`config.mk`:
```
export PLATFORM = sky130hd
export DESIGN_NAME = dec_timer_top
export DESIGN_NICKNAME = d
export VERILOG_FILES = /design/src/rtl/dec_pkg.sv /design/src/rtl/dec_cfg_regs.sv /design/src/rtl/dec_core.sv /design/src/rtl/dec_status.sv /design/src/rtl/dec_timer_top.sv
export SDC_FILE = /design/constraint.sdc
export NUM_CORES = 1
export LEC_CHECK = 0
export BUFFER_PORTS_ARGS = -buffer_cell sky130_fd_sc_hd__buf_2
export CAP_MARGIN = 20
export CORE_UTILIZATION = 45
export DETAILED_ROUTE_END_ITERATION = 6
export HOLD_SLACK_MARGIN = 0.15
export PLACE_DENSITY = 0.77
export SLEW_MARGIN = 0
export SYNTH_ARGS = -nofsm -noshare
export SYNTH_HDL_FRONTEND = slang
export SYNTH_SLANG_ARGS = --single-unit
```
`constraint.sdc`:
```
create_clock -name clk -period 2.47 [get_ports clk]
set_input_delay 0.1235 -clock clk [delete_from_list [all_inputs] [get_ports clk]]
set_output_delay 0.1235 -clock clk [all_outputs]
set_load 0.01 [all_outputs]
```
`src/rtl/dec_pkg.sv`:
```
package dec_pkg;
    localparam int CTL_W = 2;

    typedef enum logic [1:0] {
        ST_STOP  = 2'd0,
        ST_COUNT = 2'd1,
        ST_ZPEND = 2'd2
    } dec_state_e;

    typedef struct packed {
        logic ie;   // bit 1
        logic are;  // bit 0
    } dec_ctl_t;
endpackage

```
`src/rtl/dec_cfg_regs.sv`:
```
module dec_cfg_regs
    import dec_pkg::*;
#(
    parameter int CNT_W = 32
) (
    input  logic             clk,
    input  logic             rst_n,
    input  logic             rld_wr,
    input  logic [CNT_W-1:0] rld_din,
    input  logic             ctl_wr,
    input  logic [CTL_W-1:0] ctl_din,
    output logic [CNT_W-1:0] rld_q,
    output dec_ctl_t         ctl_q
);
    always_ff @(posedge clk) begin
        if (!rst_n) begin
            rld_q <= '0;
            ctl_q <= '0;
        end else begin
            if (rld_wr) rld_q <= rld_din;
            if (ctl_wr) ctl_q <= dec_ctl_t'(ctl_din);
        end
    end
endmodule

```
`src/rtl/dec_core.sv`:
```
module dec_core
    import dec_pkg::*;
#(
    parameter int CNT_W = 32
) (
    input  logic             clk,
    input  logic             rst_n,
    input  logic             tick,
    input  logic             load_wr,
    input  logic [CNT_W-1:0] load_din,
    input  logic             are,
    input  logic [CNT_W-1:0] rld,
    output logic [CNT_W-1:0] cnt_q,
    output dec_state_e       state_q,
    output logic             expire
);
    localparam logic [CNT_W-1:0] ONE = {{(CNT_W-1){1'b0}}, 1'b1};

    dec_state_e       state_d;
    logic [CNT_W-1:0] cnt_d;
    logic             reload_ok;
    logic             at_last;

    // state register
    always_ff @(posedge clk) begin
        if (!rst_n) begin
            state_q <= ST_STOP;
            cnt_q   <= '0;
        end else begin
            state_q <= state_d;
            cnt_q   <= cnt_d;
        end
    end

    // next state
    always_comb begin
        reload_ok = are && (rld != '0);
        at_last   = (cnt_q == ONE);
        state_d   = state_q;
        unique case (state_q)
            ST_STOP:  state_d = ST_STOP;
            ST_COUNT: if (tick && at_last) state_d = reload_ok ? ST_COUNT : ST_STOP;
            ST_ZPEND: if (tick)            state_d = reload_ok ? ST_COUNT : ST_STOP;
            default:  state_d = ST_STOP;
        endcase
        if (load_wr) state_d = (load_din != '0) ? ST_COUNT : ST_ZPEND;
    end

    // outputs: expiry pulse and counter value
    always_comb begin
        expire = 1'b0;
        unique case (state_q)
            ST_COUNT: expire = tick && at_last;
            ST_ZPEND: expire = tick;
            default:  expire = 1'b0;
        endcase
        if (load_wr) expire = 1'b0;

        cnt_d = cnt_q;
        if (load_wr)
            cnt_d = load_din;
        else if (expire)
            cnt_d = reload_ok ? rld : '0;
        else if (tick && state_q == ST_COUNT)
            cnt_d = cnt_q - ONE;
    end
endmodule

```
`src/rtl/dec_status.sv`:
```
module dec_status (
    input  logic clk,
    input  logic rst_n,
    input  logic expire,
    input  logic clr_wr,
    input  logic clr_din,
    input  logic ie,
    output logic sts_q,
    output logic irq
);
    always_ff @(posedge clk) begin
        if (!rst_n)               sts_q <= 1'b0;
        else if (expire)          sts_q <= 1'b1;
        else if (clr_wr && clr_din) sts_q <= 1'b0;
    end

    assign irq = sts_q & ie;
endmodule

```
`src/rtl/dec_timer_top.sv`:
```
module dec_timer_top
    import dec_pkg::*;
#(
    parameter int CNT_W = 32
) (
    input  logic             clk,
    input  logic             rst_n,
    input  logic             tick_en,
    input  logic             cnt_wr,
    input  logic [CNT_W-1:0] cnt_wdata,
    input  logic             rld_wr,
    input  logic [CNT_W-1:0] rld_wdata,
    input  logic             ctl_wr,
    input  logic [1:0]       ctl_wdata,
    input  logic             sts_clr_wr,
    input  logic             sts_clr_wdata,
    output logic [CNT_W-1:0] cnt_rdata,
    output logic [CNT_W-1:0] rld_rdata,
    output logic [1:0]       ctl_rdata,
    output logic             sts_rdata,
    output logic             dec_irq
);
    dec_ctl_t         ctl_q;
    logic [CNT_W-1:0] rld_q;
    logic [CNT_W-1:0] cnt_q;
    dec_state_e       state_q;
    logic             expire;
    logic             sts_q;
    logic             irq;

    dec_cfg_regs #(.CNT_W(CNT_W)) u_cfg (
        .clk(clk), .rst_n(rst_n),
        .rld_wr(rld_wr), .rld_din(rld_wdata),
        .ctl_wr(ctl_wr), .ctl_din(ctl_wdata),
        .rld_q(rld_q), .ctl_q(ctl_q)
    );

    dec_core #(.CNT_W(CNT_W)) u_core (
        .clk(clk), .rst_n(rst_n), .tick(tick_en),
        .load_wr(cnt_wr), .load_din(cnt_wdata),
        .are(ctl_q.are), .rld(rld_q),
        .cnt_q(cnt_q), .state_q(state_q), .expire(expire)
    );

    dec_status u_sts (
        .clk(clk), .rst_n(rst_n), .expire(expire),
        .clr_wr(sts_clr_wr), .clr_din(sts_clr_wdata),
        .ie(ctl_q.ie), .sts_q(sts_q), .irq(irq)
    );

    assign cnt_rdata = cnt_q;
    assign rld_rdata = rld_q;
    assign ctl_rdata = ctl_q;
    assign sts_rdata = sts_q;
    assign dec_irq   = irq;
endmodule

```
# ---- After elaboration in Yosys (flattened, before gate mapping)
# Index checks and enable logic that the tools add are counted.
dict set report totals {
  word_cells 36
  input_bits 74
  output_inout_bits 68
  ff_bits 69
}
dict set report classes {
  addsub 1
  n_bitwise 1
  reduce_logical 9
  n_mux 14
  n_eq_ne 5
}
# operator count
set op_table {}
lappend op_table {{two-way mux 32 bit} 4}
lappend op_table {{nonzero test 32 bit} 2}
lappend op_table {{== test 32 x 1 -> 1 bit (second input constant)} 1}
lappend op_table {{subtractor 32 x 1 -> 32 bit (second input constant)} 1}
lappend op_table {{two-way mux 2 bit} 4}
lappend op_table {{logical AND 1 bit} 4}
lappend op_table {{two-way mux 1 bit} 4}
lappend op_table {{one-hot mux 2 bit (2 select lines)} 1}
lappend op_table {{inequality test 3 x 2 -> 1 bit (second input constant)} 1}
lappend op_table {{inequality test 3 bit (second input constant)} 1}
lappend op_table {{nonzero test 3 bit} 1}
lappend op_table {{== test 2 x 1 -> 1 bit (second input constant)} 1}
lappend op_table {{== test 2 bit (second input constant)} 1}
lappend op_table {{one-hot mux 1 bit (2 select lines)} 1}
lappend op_table {{AND reduction 2 bit} 1}
lappend op_table {{nonzero test 2 bit} 1}
lappend op_table {{AND 1 bit} 1}

# ---- Longest topological paths before layout
dict set report logic_depth {
  depth_word 6
  ltp_mapped 10
}

# ---- By module
# A second synthesis with hierarchy kept.
dict set report unflattened {
  cells_unflattened 468
  area_unflattened_um2 4063.9
}
# module n_inst cells_per_inst seq_area_each_um2 area_each_um2
set by_module_without_submodules {}
lappend by_module_without_submodules {dec_core 1 354 680.7 2706.3}
lappend by_module_without_submodules {dec_cfg_regs 1 109 680.7 1316.3}
lappend by_module_without_submodules {dec_status 1 5 20.0 41.3}

# ---- Worst setup path after synthesis
# OpenSTA, ideal clock, no wires.
dict set report synth_path {
  path_kind {register to register}
  startpoint {reg u_core.cnt_q[24]}
  endpoint {reg u_core.cnt_q[0]}
  required_time_ns 2.396
  n_path_buf 3
  slack_ns -0.064
  arrival_ns 2.460
  synth_period_minus_slack_ns 2.534
  stages_incl_launch_ff 10
  cell_sequence {dfxtp_1 or4_1 buf_2 or4_4 nor4b_4 o21a_1 buf_6 buf_8 nand4_1 a31oi_1}
}
dict set report synth_via {
  elab_chain_len 6
}
# item line_no
set synth_rtl {}
lappend synth_rtl {{from (decl)} dec_core.sv:13} ;# output logic [CNT_W-1:0] cnt_q,
lappend synth_rtl {{from (signal assigned)} dec_core.sv:31} ;# cnt_q <= cnt_d;
lappend synth_rtl {{== test 32 x 1 -> 1 bit (*)} dec_core.sv:38} ;# at_last = (cnt_q == ONE);
lappend synth_rtl {{logical AND 1 bit (*)} dec_core.sv:53} ;# ST_COUNT: expire = tick && at_last;
lappend synth_rtl {{one-hot mux 1 bit (2 select lines) (*)} dec_core.sv:52} ;# unique case (state_q)
lappend synth_rtl {{two-way mux 1 bit (*)} dec_core.sv:57} ;# if (load_wr) expire = 1'b0;
lappend synth_rtl {{two-way mux 32 bit} dec_core.sv:62} ;# else if (expire)
lappend synth_rtl {{two-way mux 32 bit} dec_core.sv:60} ;# if (load_wr)
# Every way passes the cells marked *; elsewhere a longest branch is shown, timed or not.
# A chain may end at the register's enable or synchronous reset.

# ---- Worst setup path after layout
dict set report layout_path {
  startpoint {reg u_core.cnt_q[25]}
  endpoint {reg u_core.cnt_q[9]}
}
# The elaborated chain is that of the path after synthesis.

==> results.json <==
{
  "seq_area_sq_um": 1390,
  "routabilityCongestion": 0.966,
  "rows": 33,
  "yosys-top-cells-count": "69 x dfxtp_1, 50 x nor2_1, 35 x mux2i_1",
  "path_class": "reg -> reg",
  "grtUsageTotal_pct": 37.0,
  "power_leakage_nw": 2.69,
  "syn-cell-area_sq_um": 3860,
  "max-cap-violations": 0,
  "dr.pass1.iters": 5,
  "fillCellCount": 622,
  "netlist_instances": 468,
  "io_buffers": 141,
  "synth.avg_cell_area_sq_um": 8.24,
  "start_util_pct": 46.7,
  "vdd.ir_drop.worst_v": 0.000325,
  "drt-total-wl_um": 16500,
  "busiest_layer": "met2",
  "num_vias": 5046,
  "period_share_pct": 98.8,
  "syn_nets": 546,
  "ios": 142,
  "ys.flop_type": "dfxtp_1",
  "diodes": 0,
  "period_needed_ns": 2.44,
  "antenna_found_initial": 0,
  "routedWlPerCell_um": 20.3,
  "yosysMostFrequentCell": "dfxtp_1",
  "crit_path_start_kind": "flip-flop",
  "grtUsageMet3_pct": 8.05,
  "synth.top_cell.area_share_pct": 35.8,
  "dp_slack_ns": -0.0329,
  "min-delay-path-class": "in -> reg",
  "synth_edf_count": 0,
  "setup_viol": 0,
  "placed_area_sq_um": 4930,
  "first_global_vias": 4893,
  "crit_required_ns": 2.77,
  "use_met1_pct": 46.1,
  "die_height_um": 94.6,
  "overflow": 0,
  "min_delay_path_depth": 3,
  "dieWidth_um": 94.6,
  "timing.final.max_slew_violations": 0,
  "power_density_nw_per_um2": 520,
  "crit_path_end_kind": "flip-flop",
  "rsz0062_at_grt": "true",
  "dp.cells": 731,
  "status": "completed",
  "reg2reg_slack_ns": 0.03,
  "drive_gt1_share_pct": 33.9,
  "cts_buffer_depth": 2,
  "relSlewSlack_pct": 37.9,
  "design_area_sq_um": 5850,
  "path_clk_slew_ns": 0.09,
  "reg2reg_depth": 8,
  "seq_area_frac_synth_pct": 35.8,
  "grt_pass1_wl_um": 25100,
  "r2r_start": "u_core.cnt_q[25]$_SDFFE_PN0P_",
  "worstSkewPairLatency_ns": 0.37,
  "clock_sinks": 69,
  "stdcell_count": 810,
  "via_per_inst": 6.23,
  "ys_warn_count": 0,
  "clock.fmax_mhz": 410,
  "clock_skew_ns": 0.00985,
  "cts_tree": "built",
  "drt_iter0_drc": 604,
  "crit_arrival_ns": 2.74,
  "synth.area.top_cells": "dfxtp_1 36%, mux2i_1 9.1%, nor2_1 4.9%, nor4_1 4.2%, nand2_1 2.9%",
  "nNetsFinal": 778,
  "ant_nets": 0,
  "route.detailed.drc": 0,
  "use_met2_pct": 60.0,
  "syn_to_final_growth_pct": 51.6,
  "synth_area_leader_cell": "dfxtp_1",
  "ctsHtreeMaxLevel": 3,
  "fp.coreArea_sq_um": 8260,
  "synthArstFlopShare_pct": 0,
  "ys_seq_elements": 69,
  "grt_start_max_net_pins": 49,
  "r2r-end": "u_core.cnt_q[9]$_SDFFE_PN0P_",
  "min_from": "cnt_wdata[5]",
  "hpwl_um": 11100,
  "cts_made_buffers": 9,
  "fin_ws_ns": 0.0289,
  "multi_input_area_sq_um": 2380,
  "cp_max_fo": 5,
  "die-area_sq_um": 8950,
  "holdPathEnd": "u_core.cnt_q[5]$_SDFFE_PN0P_",
  "cts-root-buf": "clkbuf_8",
  "final_hold_viol_count": 0,
  "synth_cell_types": 49,
  "tightest_slew_ns": 0.932
}
## worst max path at each step
| stage | startpoint | cells after the start | to | slack, ns |
|---|---|---|---|---|
| 2_1_floorplan | u_core.cnt_q[25]$_SDFFE_PN0P_ | 9 | u_core.cnt_q[19]$_SDFFE_PN0P_ | -0.02 |
| 3_3_place_gp | u_core.cnt_q[25]$_SDFFE_PN0P_ | 8 | u_core.cnt_q[24]$_SDFFE_PN0P_ | 0.007 |
| 3_5_place_dp | u_core.cnt_q[25]$_SDFFE_PN0P_ | 8 | u_core.cnt_q[24]$_SDFFE_PN0P_ | -0.03 |
| 4_1_cts | u_core.cnt_q[25]$_SDFFE_PN0P_ | 8 | u_core.cnt_q[24]$_SDFFE_PN0P_ | 0.002 |
| 5_1_grt | u_core.cnt_q[1]$_SDFFE_PN0P_ | 9 | u_core.cnt_q[13]$_SDFFE_PN0P_ | -0.11 |
| 6_report | u_core.cnt_q[25]$_SDFFE_PN0P_ | 8 | u_core.cnt_q[9]$_SDFFE_PN0P_ | 0.03 |
## routing by layer
layer  up-vias  share of wire [%]
li1       2232                  -
met1      2327                 38
met2       402                 46
met3        85                 11
met4         0                4.8
met5         -                  0
## layout by cell type, fill, tap and decap left out, types with 4 or more instances in the layout
| master | instances |
|---|---|
| buf_2 | 141 |
| dfxtp_1 | 65 |
| dlygate4sd3_1 | 59 |
| nor2_1 | 50 |
| buf_4 | 50 |
| mux2i_1 | 35 |
| nand2_1 | 30 |
| nor4_1 | 22 |
| nor3_1 | 20 |
| nand3_1 | 20 |
| o21ai_0 | 19 |
| a21oi_1 | 17 |
| nand4_1 | 12 |
| or3_1 | 11 |
| a22oi_1 | 10 |
| xor2_1 | 9 |
| clkbuf_8 | 9 |
| inv_1 | 8 |
| a31oi_1 | 8 |
| a21o_1 | 6 |
| a222oi_1 | 6 |
| o31ai_1 | 6 |
| o22ai_1 | 6 |
| or4_4 | 5 |
| o21a_1 | 5 |
| o221ai_1 | 5 |
| or2_2 | 4 |
| o211a_1 | 4 |
| xnor2_1 | 4 |
| ha_1 | 4 |
| dfxtp_2 | 4 |
## timing repair
| item | CTS | global route |
|---|---|---|
| buffers inserted | 1 | 1 |
| hold buffers | 59 | 0 |
| setup endpoints to repair | 7 | 31 |
| cloned | 0 | 2 |
| endpoints found under the hold margin | 56 | 0 |
| pin swaps | 5 | 5 |
| resized for setup | 5 | 17 |
## cell type report
type | count | area share [%]
sequential | 69 | 23.7
inverter | 8 | 0.513
multi-input combinational | 358 | 40.7
clock inverter | 7 | 0.963
clock buffer | 9 | 2.12
timing repair buffer | 254 | 29.8
tap | 105 | 2.25
## registers in the layout (all words and copies together) (netlist names)
signal / flops
u_core.state_q: 2
u_sts.sts_q: 1
u_cfg.ctl_q: 2
u_cfg.rld_q: 32
u_core.cnt_q: 32
## power by group
part / internal [mW] / switching [mW]
Combinational: 0.405 / 0.462
Clock: 0.376 / 0.526
Sequential: 1.19 / 0.0862
## cell families after synthesis
group | after synthesis | share of synthesized area (%)
xor gates and xnor gates | 13 | 2.95
buffers and inverters | 41 | 4.87
muxes | 37 | 9.67
AOI/OAI and AO/OA | 109 | 19.2
adders and majority gates | 4 | 1.30
and+or+nand+nor | 195 | 26.2
DFF | 69 | 35.8
## per-stage QoR
step / power (mW) / hold WS (ns) / setup TNS [ns] / utilization [%]
global placement: 2.01 / 0.355 / 0 / 59.7
finish: 3.04 / 0.158 / 0 / 70.8
floorplan: 1.68 / 0.264 / -0.120 / -
global route: 3.15 / 0.155 / -1.13 / 70.8
CTS: 2.98 / 0.152 / 0 / 69.4
detailed placement: 2.02 / 0.365 / -0.111 / 59.7
## critical path: stages (launching register included)
cell and delay, ns:
dfxtp_2 0.33, or4_4 0.52, or4_4 0.47, nor4b_4 0.27
buf_4 0.19, o21a_4 0.19, buf_6 0.13, nand4_1 0.09
a31oi_1 0.17
No activity file was read; power rests on OpenSTA's default activity.
